===== src/rtl/comm_shadow_pkg.sv =====
package comm_shadow_pkg;
  typedef enum logic {
    SRC_SW_ONLY    = 1'b0,
    SRC_SW_OR_TRIG = 1'b1
  } com_src_e;
endpackage


===== src/rtl/cs_trig_edge.sv =====
module cs_trig_edge (
  input  logic clk,
  input  logic rst_n,
  input  logic trig_i,
  output logic rise_o
);
  logic trig_q;

  always_ff @(posedge clk) begin
    if (!rst_n) trig_q <= 1'b0;
    else        trig_q <= trig_i;
  end

  assign rise_o = trig_i & ~trig_q;


  rise_seen_chk: assert property (@(posedge clk) disable iff (!rst_n)
    rise_o |=> trig_q);
endmodule


===== src/rtl/cs_com_event.sv =====
module cs_com_event
  import comm_shadow_pkg::*;
(
  input  logic     sw_i,
  input  logic     rise_i,
  input  com_src_e sel_i,
  input  logic     preload_i,
  output logic     xfer_o
);
  logic evt;

  always_comb begin
    unique case (sel_i)
      SRC_SW_ONLY:    evt = sw_i;
      SRC_SW_OR_TRIG: evt = sw_i | rise_i;
      default:        evt = sw_i;
    endcase
    xfer_o = evt & preload_i;
  end
endmodule


===== src/rtl/cs_chan_slot.sv =====
module cs_chan_slot #(
  parameter int MODE_W   = 3,
  parameter bit HAS_COMP = 1'b1,
  localparam int W = MODE_W + 2
) (
  input  logic         clk,
  input  logic         rst_n,
  input  logic         wr_hit,
  input  logic [W-1:0] wr_word,
  input  logic         preload_i,
  input  logic         xfer_i,
  output logic [W-1:0] act_o
);
  logic [W-1:0] word_m;
  logic [W-1:0] pre_q;
  logic [W-1:0] act_q;

  generate
    if (HAS_COMP) begin : g_mask_none
      assign word_m = wr_word;
    end else begin : g_mask_cen
      assign word_m = {wr_word[W-1], 1'b0, wr_word[MODE_W-1:0]};
    end
  endgenerate

  always_ff @(posedge clk) begin
    if (!rst_n)      pre_q <= '0;
    else if (wr_hit) pre_q <= word_m;
  end

  generate
    if (HAS_COMP) begin : g_comp
      always_ff @(posedge clk) begin
        if (!rst_n)                     act_q <= '0;
        else if (xfer_i)                act_q <= pre_q;
        else if (!preload_i && wr_hit)  act_q <= word_m;
      end


      hold_chk: assert property (@(posedge clk) disable iff (!rst_n)
        (preload_i && !xfer_i) |=> $stable(act_q));

      xfer_chk: assert property (@(posedge clk) disable iff (!rst_n)
        xfer_i |=> (act_q == $past(pre_q)));

      direct_chk: assert property (@(posedge clk) disable iff (!rst_n)
        (!preload_i && wr_hit) |=> (act_q == $past(wr_word)));
    end else begin : g_plain
      always_ff @(posedge clk) begin
        if (!rst_n)      act_q <= '0;
        else if (wr_hit) act_q <= word_m;
      end


      plain_idle_chk: assert property (@(posedge clk) disable iff (!rst_n)
        !wr_hit |=> $stable(act_q));

      plain_cen_chk: assert property (@(posedge clk) disable iff (!rst_n)
        wr_hit |=> (act_q[MODE_W] == 1'b0 && act_q[W-1] == $past(wr_word[W-1])));
    end
  endgenerate

  assign act_o = act_q;
endmodule


===== src/rtl/comm_shadow_ctl.sv =====
module comm_shadow_ctl
  import comm_shadow_pkg::*;
#(
  parameter int NUM_CH   = 6,
  parameter int NUM_COMP = 3,
  parameter int MODE_W   = 3,
  localparam int CH_W    = (NUM_CH > 1) ? $clog2(NUM_CH + 1) : 1,
  localparam int W       = MODE_W + 2
) (
  input  logic                     clk,
  input  logic                     rst_n,
  input  logic                     wr_valid,
  output logic                     wr_ready,
  input  logic [CH_W-1:0]          wr_chan,
  input  logic                     wr_en,
  input  logic                     wr_cen,
  input  logic [MODE_W-1:0]        wr_mode,
  input  logic                     preload_on,
  input  logic                     upd_sel,
  input  logic                     com_sw,
  input  logic                     trig_in,
  output logic [NUM_CH-1:0]        act_en,
  output logic [NUM_CH-1:0]        act_cen,
  output logic [NUM_CH*MODE_W-1:0] act_mode,
  output logic                     com_pulse
);
  logic         rise;
  logic         xfer;
  logic [W-1:0] wr_word;
  com_src_e     src;

  assign wr_ready = 1'b1;
  assign wr_word  = {wr_en, wr_cen, wr_mode};
  assign src      = upd_sel ? SRC_SW_OR_TRIG : SRC_SW_ONLY;

  cs_trig_edge u_edge (
    .clk    (clk),
    .rst_n  (rst_n),
    .trig_i (trig_in),
    .rise_o (rise)
  );

  cs_com_event u_evt (
    .sw_i      (com_sw),
    .rise_i    (rise),
    .sel_i     (src),
    .preload_i (preload_on),
    .xfer_o    (xfer)
  );

  genvar gi;
  generate
    for (gi = 0; gi < NUM_CH; gi++) begin : g_ch
      logic         hit;
      logic [W-1:0] act;
      assign hit = wr_valid && (wr_chan == CH_W'(gi));
      cs_chan_slot #(
        .MODE_W   (MODE_W),
        .HAS_COMP (gi < NUM_COMP)
      ) u_slot (
        .clk       (clk),
        .rst_n     (rst_n),
        .wr_hit    (hit),
        .wr_word   (wr_word),
        .preload_i (preload_on),
        .xfer_i    (xfer),
        .act_o     (act)
      );
      assign act_en[gi]                   = act[W-1];
      assign act_cen[gi]                  = act[MODE_W];
      assign act_mode[gi*MODE_W +: MODE_W] = act[MODE_W-1:0];
    end
  endgenerate

  always_ff @(posedge clk) begin
    if (!rst_n) com_pulse <= 1'b0;
    else        com_pulse <= xfer;
  end


  no_pulse_off_chk: assert property (@(posedge clk) disable iff (!rst_n)
    !preload_on |=> !com_pulse);

  sw_only_chk: assert property (@(posedge clk) disable iff (!rst_n)
    (!upd_sel && !com_sw) |=> !com_pulse);

  ready_chk: assert property (@(posedge clk) disable iff (!rst_n)
    wr_ready);
endmodule


===== config.mk =====
export PLATFORM = sky130hd
export DESIGN_NAME = comm_shadow_ctl
export DESIGN_NICKNAME = d
export VERILOG_FILES = /design/src/rtl/comm_shadow_pkg.sv /design/src/rtl/cs_trig_edge.sv /design/src/rtl/cs_com_event.sv /design/src/rtl/cs_chan_slot.sv /design/src/rtl/comm_shadow_ctl.sv
export SDC_FILE = /design/constraint.sdc
export NUM_CORES = 1
export LEC_CHECK = 0
export BUFFER_PORTS_ARGS = -buffer_cell sky130_fd_sc_hd__buf_2
export CAP_MARGIN = 20
export CORE_UTILIZATION = 55
export DETAILED_ROUTE_END_ITERATION = 6
export GPL_TIMING_DRIVEN = 0
export PLACE_DENSITY = 0.82
export REMOVE_ABC_BUFFERS = 1
export SLEW_MARGIN = 20
export SYNTH_ARGS = -nofsm -noshare
export SYNTH_HDL_FRONTEND = slang
export SYNTH_SLANG_ARGS = --single-unit

===== constraint.sdc =====
create_clock -name clk -period 2.2 [get_ports clk]
set_clock_uncertainty 0.05 [all_clocks]
set_input_delay 0.11 -clock clk [delete_from_list [all_inputs] [get_ports clk]]
set_output_delay 0.11 -clock clk [all_outputs]
set_load 0.1 [all_outputs]

==> out/metrics.yaml, run 1 <==
outcome: "completed"
ys_top_cells_by_area: "sky130_fd_sc_hd__dfxtp_1, sky130_fd_sc_hd__mux2i_1, sky130_fd_sc_hd__o221ai_1"
row_count: 20
fin_ws_ns: 0.462
arrival_ns: 1.97
post_synth_inst_count: 185
synth.avg_cell_area_um2: 9.87
area_growth_pct: 16.0
antenna_cells: 0
drt-wirelength-per-cell_um: 13.8
initialDrtViolationCount: 82
core_mm2: 0.00310
floorplan.die_area_mm2: 0.00355
cts-root-to-sink-buffers: 2
wl_um: 3680
cap_violations: 0
power_density_mw_per_mm2: 735
fmax_mhz: 575
post-cts-setup-buffer-count: 0
mappedNetlistArea_mm2: 0.00183
grt_antenna_before_repair: 0
slew_headroom_pct: 51.4
grt_usage_pct: 24.6
total_vias_in_the_final_route: 1452
setup_viol: 0
slew_violations: 0
floorplan.initialDensity_pct: 58.8
cts.clk_slew.worst_paths_ns: 0.13
synth-seq-cells: 44
first_global_vias: 1381
cp_max_fo: 19
finish.cell_count_without_fillers: 267
yosysWarningCount: 0
pin_count: 47
tritoncts.num_buffers: 5
cts_htree_levels: 2
ys_dominant_reg_cell: "sky130_fd_sc_hd__dfxtp_1"
layout.filler_cells: 262
gpl.final_weighted_congestion: 0.760
critical_path.endpoint_type: "flop"
tightestPinTransition_ns: 0.729
p_leak_uw: 0.000930
port_buffers: 42
clock_insertion_delay_worst_skew_ns: 0.36
final.min_clock_period_ns: 1.74
synth_async_sr_flop_share_pct: 0
synth.lib_cells_used.distinct: 27
firstDrtPassIters: 4
cts-root-buf: "sky130_fd_sc_hd__clkbuf_4"
hpwl_um: 2510
route.detailed.vias_per_inst: 5.44
synth_top_area_share_pct: 48.3
clkSinkCount: 44
die_height_um: 59.6
crit_required_ns: 2.43
detailedPlace.worstSlack_ns: 0.587
power_uw: 1560
cts_tree: "done"
chipWidth_um: 59.6
ir_worst_vdd_mv: 0.471
fin_crit_sh_pct: 79.0
synth-edff-count: 0
layout.area.seq_um2: 881
nNetsFinal: 237
drive_above_1_share_pct: 27.8
critical_setup_path_class: "in -> reg"
worstHoldPathType: "in -> reg"
drt_drc_violations_left: 0
final_hold_viol_count: 0
largest_net_degree_at_the_start_of_global_routing: 38
drt.antenna.violating_nets: 0
placed_cells_incl_taps: 257
yosysTopAreaCell: "sky130_fd_sc_hd__dfxtp_1"
critPathLaunchType: "primary input"
ys_seq_area_share_pct: 48.3
grt_overflow_total: 0
rsz0062_at_grt: "no"
multi_input_area_um2: 857
first_pass_grt_wire_length_um: 6290
==> report_power, final <==
| group | switching (uW) | total, uW | internal [uW] |
|---|---|---|---|
| Combinational | 184 | 233 | 48.8 |
| Clock | 265 | 502 | 237 |
| Sequential | 7.46 | 821 | 814 |
==> critical path, cell delays in order <==
cell	delay [ns]
sky130_fd_sc_hd__dlygate4sd3_1	0.53
sky130_fd_sc_hd__buf_2	0.12
sky130_fd_sc_hd__and3b_1	0.18
sky130_fd_sc_hd__o21ai_2	0.57
sky130_fd_sc_hd__buf_6	0.24
sky130_fd_sc_hd__nand4_1	0.10
sky130_fd_sc_hd__o221ai_1	0.10
==> cell families after synthesis <==
group,synth area share [%]
buffers and inverters,5.41
muxes,14.8
AOI/OAI and AO/OA,7.47
and+or+nand+nor,23.6
DFF,48.3
other,0.411
==> flip-flops by register name, indices dropped and copies added (netlist names) <==
register and count:
com_pulse 1, u_edge.trig_q 1, g_ch.u_slot.act_o 27, g_ch.u_slot.pre_q 15
==> per-stage QoR <==
step | utilization (%) | instance area [um^2] | TNS, ns | hold WS, ns
6_report | 68.3 | 2120 | 0 | 0.0368
5_1_grt | 68.3 | 2120 | 0 | 0.0289
4_1_cts | 68.3 | 2120 | 0 | 0.0417
3_5_place_dp | 65.0 | 2020 | 0 | 0.308
3_3_place_gp | 64.6 | 2000 | -2.09 | 0.283
2_1_floorplan | - | 1740 | 0 | 0.182
==> cell usage after synthesis, types with 2 or more instances <==
cell and n:
sky130_fd_sc_hd__clkbuf_1 4, sky130_fd_sc_hd__buf_2 4, sky130_fd_sc_hd__nor2_1 28, sky130_fd_sc_hd__nand2_1 20, sky130_fd_sc_hd__nor3b_4 2, sky130_fd_sc_hd__nand2_2 2
sky130_fd_sc_hd__o221ai_1 15, sky130_fd_sc_hd__buf_1 3, sky130_fd_sc_hd__conb_1 2, sky130_fd_sc_hd__buf_4 5, sky130_fd_sc_hd__mux2i_1 27, sky130_fd_sc_hd__nand4_1 15
sky130_fd_sc_hd__dfxtp_1 44
==> cell usage in the layout (no fill, tap or decap), types with 2 or more instances in the layout <==
cell type and n:
sky130_fd_sc_hd__conb_1 4, sky130_fd_sc_hd__dfxtp_1 44, sky130_fd_sc_hd__mux2i_1 27, sky130_fd_sc_hd__dlygate4sd3_1 2
sky130_fd_sc_hd__nor3b_4 2, sky130_fd_sc_hd__o221ai_1 15, sky130_fd_sc_hd__nor2_1 28, sky130_fd_sc_hd__nand4_1 15
sky130_fd_sc_hd__nand2_2 2, sky130_fd_sc_hd__buf_2 42, sky130_fd_sc_hd__nand2_1 20, sky130_fd_sc_hd__clkbuf_4 5
==> metal layers <==
metal	vias to the layer above	wire length, um	GRT usage, %
li1	728	-	-
met1	678	1780	32.0
met2	41	1670	40.0
met3	5	176	6.77
met4	0	44	6.98
met5	-	0	0
==> cell type report <==
cell class,count,share of cell area (%)
clock buffers,5,1.77
inverters,1,0.177
clock inverters,3,2.01
flip-flops and latches,44,41.6
well taps,44,2.60
repair buffers,45,11.4
multi-input cells,125,40.5
==> final timing paths <==
check                          start                       to  slack (ns)  cells after the start
max                          trig_in  g_ch[1].u_slot.act_o[2]        0.46                      7
min                       wr_mode[0]  g_ch[5].u_slot.act_o[0]        0.04                      3
max reg2reg            u_edge.trig_q  g_ch[1].u_slot.act_o[2]        0.55                      5
min reg2reg  g_ch[4].u_slot.act_o[2]  g_ch[4].u_slot.act_o[2]        0.46                      2
==> what timing repair did <==
action	in CTS	in global routing
gates resized for setup	0	0
endpoints found under the hold margin	4	0
hold buffers	2	0
No activity file was read; power rests on OpenSTA's default activity.
==> run 2: changes to the inputs <==
Settings changed: CORE_UTILIZATION 55 to 51, PLACE_DENSITY 0.82 to 0.77.
Clock period 2.2 ns to 1.8 ns, I/O delays scaled along.
==> run 2 against run 1 <==
Net effect: worst setup slack got worse by 0.31 ns; non-clock buffer count did not move; largest power group unchanged; register-to-register slack got worse by 0.32 ns; via count fell by 1.8%; sequential share of layout area is 0.34 points lower; clock power up 36%; global-route usage fell by 2.8 points; combinational power increased by 22%.
==> out/metrics.yaml, run 2 (synthesis gave the netlist of run 1 again) <==
outcome: "completed"
p_seq_share_pct: 51.0  # -1.8 points
wl_um: 3710  # +0.76%
pin_count: 47  # unchanged
intPower_uw: 1420  # +29%
final.min_clock_period_ns: 1.65
antenna_cells: 0  # unchanged
path_cells: "dlygate4sd3_1, buf_2, and3b_1, o21ai_2, buf_6, nand4_1, o221ai_1"
initialDrtViolationCount: 73  # -11%
cts-root-buf: "sky130_fd_sc_hd__clkbuf_4"
arrival_ns: 1.89  # -0.08 ns
rrSetupSlack_ns: 0.23  # -0.32 ns
nNetsFinal: 237  # unchanged
cts_htree_levels: 2  # unchanged
min_from: "wr_en"
die_height_um: 61.8  # +3.7%
core_mm2: 0.00339  # +9.2%
critPathLaunchType: "primary input"
rsz0062_at_grt: "no"
area_growth_pct: 17.0
crit_slowest_cell: "sky130_fd_sc_hd__dlygate4sd3_1"
critical_path.endpoint_type: "flop"
first_global_vias: 1220  # -12%
tightestPinTransition_ns: 0.634  # -0.0954 ns
cts-root-to-sink-buffers: 2  # unchanged
first_pass_grt_wire_length_um: 5870  # -6.7%
chipWidth_um: 61.8  # +3.7%
cts.clk_slew.worst_paths_ns: 0.13  # about the same
slew_headroom_pct: 57.7  # +6.4 points
cts_tree: "done"
floorplan.initialDensity_pct: 53.9  # -5.0 points
critical_path.reg2reg.startpoint: "u_edge.trig_q"
combPwrFrac_pct: 14.4  # -0.6 points
power.switching_fraction_pct: 27.8  # -1.6 points
drt-wirelength-per-cell_um: 13.8  # about the same
total_vias_in_the_final_route: 1426  # -1.8%
row_count: 21  # +5.0%
largest_net_degree_at_the_start_of_global_routing: 38  # unchanged
crit_required_ns: 2.04  # -0.39 ns
port_buffers: 42  # unchanged
p_leak_uw: 0.000940  # +1.1%
worstHoldPathType: "in -> reg"
post_cts_resized: 0  # unchanged
largest_reg_flops: 27  # unchanged
critical_setup_path_class: "in -> reg"
ir_worst_vdd_mv: 0.613  # +30%
grt_usage_pct: 21.8  # -2.8 points
grt_antenna_before_repair: 0  # unchanged
whs_endpoint: "g_ch[5].u_slot.act_o[4]"
whs_ns: 0.0317  # -0.00512 ns
path_buf_inv: 3  # unchanged
hold_buffers: 2  # unchanged
tritoncts.num_buffers: 5  # unchanged
setup_viol: 0  # unchanged
detailedPlace.worstSlack_ns: 0.240  # -0.347 ns
slowest_delay_ns: 0.53  # -0.04 ns
firstDrtPassIters: 4  # unchanged
cp_max_fo: 16  # -3
clkPwrFrac_pct: 34.6  # +2.3 points
cap_violations: 0  # unchanged
layout.cells.most_common_list: "sky130_fd_sc_hd__dfxtp_1, sky130_fd_sc_hd__buf_2, sky130_fd_sc_hd__nor2_1"
final_hold_viol_count: 0  # unchanged
clock_insertion_delay_worst_skew_ns: 0.36  # about the same
timing.hold.worst_path_depth: 3  # unchanged
timing.critical_path.max_delay_family: "buffers and inverters"
fmax_mhz: 606
logic_depth_of_the_worst_register_to_register_path: 5  # unchanged
grt_overflow_total: 0  # unchanged
slew_violations: 0  # unchanged
drt_drc_violations_left: 0  # unchanged
layout.filler_cells: 299  # +14%
floorplan.die_area_mm2: 0.00382  # +7.6%
gpl.final_weighted_congestion: 0.732  # -3.7%
route.detailed.vias_per_inst: 5.30  # -2.5%
power.switching_uw: 547  # +20%
hpwl_um: 2480  # -0.95%
fin_ws_ns: 0.149  # -0.313 ns
drive_above_1_share_pct: 27.8  # unchanged
layout.cells.most_common: "sky130_fd_sc_hd__dfxtp_1"
drt.antenna.violating_nets: 0  # unchanged
power_density_mw_per_mm2: 922  # +26%
cp_num_cells: 7  # unchanged
clkSinkCount: 44  # unchanged
post-cts-setup-buffer-count: 0  # unchanged
regToRegEndpoint: "g_ch[0].u_slot.act_o[0]"
fin_crit_sh_pct: 91.7
==> run 2: cell types whose count changed in the layout (fill, tap and decap cells not counted) <==
| cell | before | now |
|---|---|---|
| sky130_fd_sc_hd__clkinv_2 | 1 | 0 |
| sky130_fd_sc_hd__clkbuf_8 | 0 | 2 |
| sky130_fd_sc_hd__clkinvlp_4 | 1 | 0 |
==> run 2: per-stage QoR <==
stage	util, %	area (um^2)	total power [uW]	std cells	TNS [ns]
3_3_place_gp	59.2	2010	1300	258	-7.79
5_1_grt	63.0	2140	2040	269	0
2_1_floorplan	-	1740	1230	170	-1.42
6_report	63.0	2140	1970	269	0
3_5_place_dp	59.6	2020	1310	259	0
4_1_cts	63.0	2140	1990	269	0
==> run 2: layer usage <==
layer	GRT usage, %	up-vias	wire length [um]
li1	-	727	-
met1	27.8	647	1770
met2	35.2	45	1670
met3	6.63	7	215
met4	7.62	0	52
met5	0	-	0
==> run 2: how the worst max path moves through the flow <==
stage,from,to,slack (ns)
global route,trig_in,g_ch[0].u_slot.act_o[0],0.03
CTS,trig_in,g_ch[0].u_slot.act_o[0],0.17
detailed placement,u_edge.trig_q,g_ch[2].u_slot.act_o[3],0.24
global placement,u_edge.trig_q,g_ch[1].u_slot.act_o[4],-0.51
floorplan,u_edge.trig_q,g_ch[0].u_slot.act_o[0],-0.09
finish,trig_in,g_ch[0].u_slot.act_o[0],0.15
==> run 2: final cells by class <==
class / count / area [um^2] / share of cell area, %
multi-input combinational: 125 / 857 / 40.1
clock inverter: 1 / 30.0 / 1.41
inverter: 1 / 3.75 / 0.176
tap: 46 / 57.6 / 2.69
clock buffer: 7 / 65.1 / 3.05
sequential: 44 / 881 / 41.2
timing repair buffer: 45 / 241 / 11.3
==> run 2: power groups by stage <==
stage | clock [uW] | sequential (uW) | combinational [uW]
2_1_floorplan | 0 | 1120 | 110
5_1_grt | 735 | 1010 | 302
4_1_cts | 697 | 1000 | 284
3_5_place_dp | 0 | 1030 | 281
6_report | 682 | 1000 | 284
3_3_place_gp | 0 | 1030 | 275
==> run 2: worst reg2reg max path, delay by kind of cell, from the launching register on <==
family	cells	cell delay, ns
AO/OA/AOI/OAI	2	0.61
buffers and inverters	1	0.25
flip-flops	1	0.32
AND/OR/NAND/NOR	2	0.28
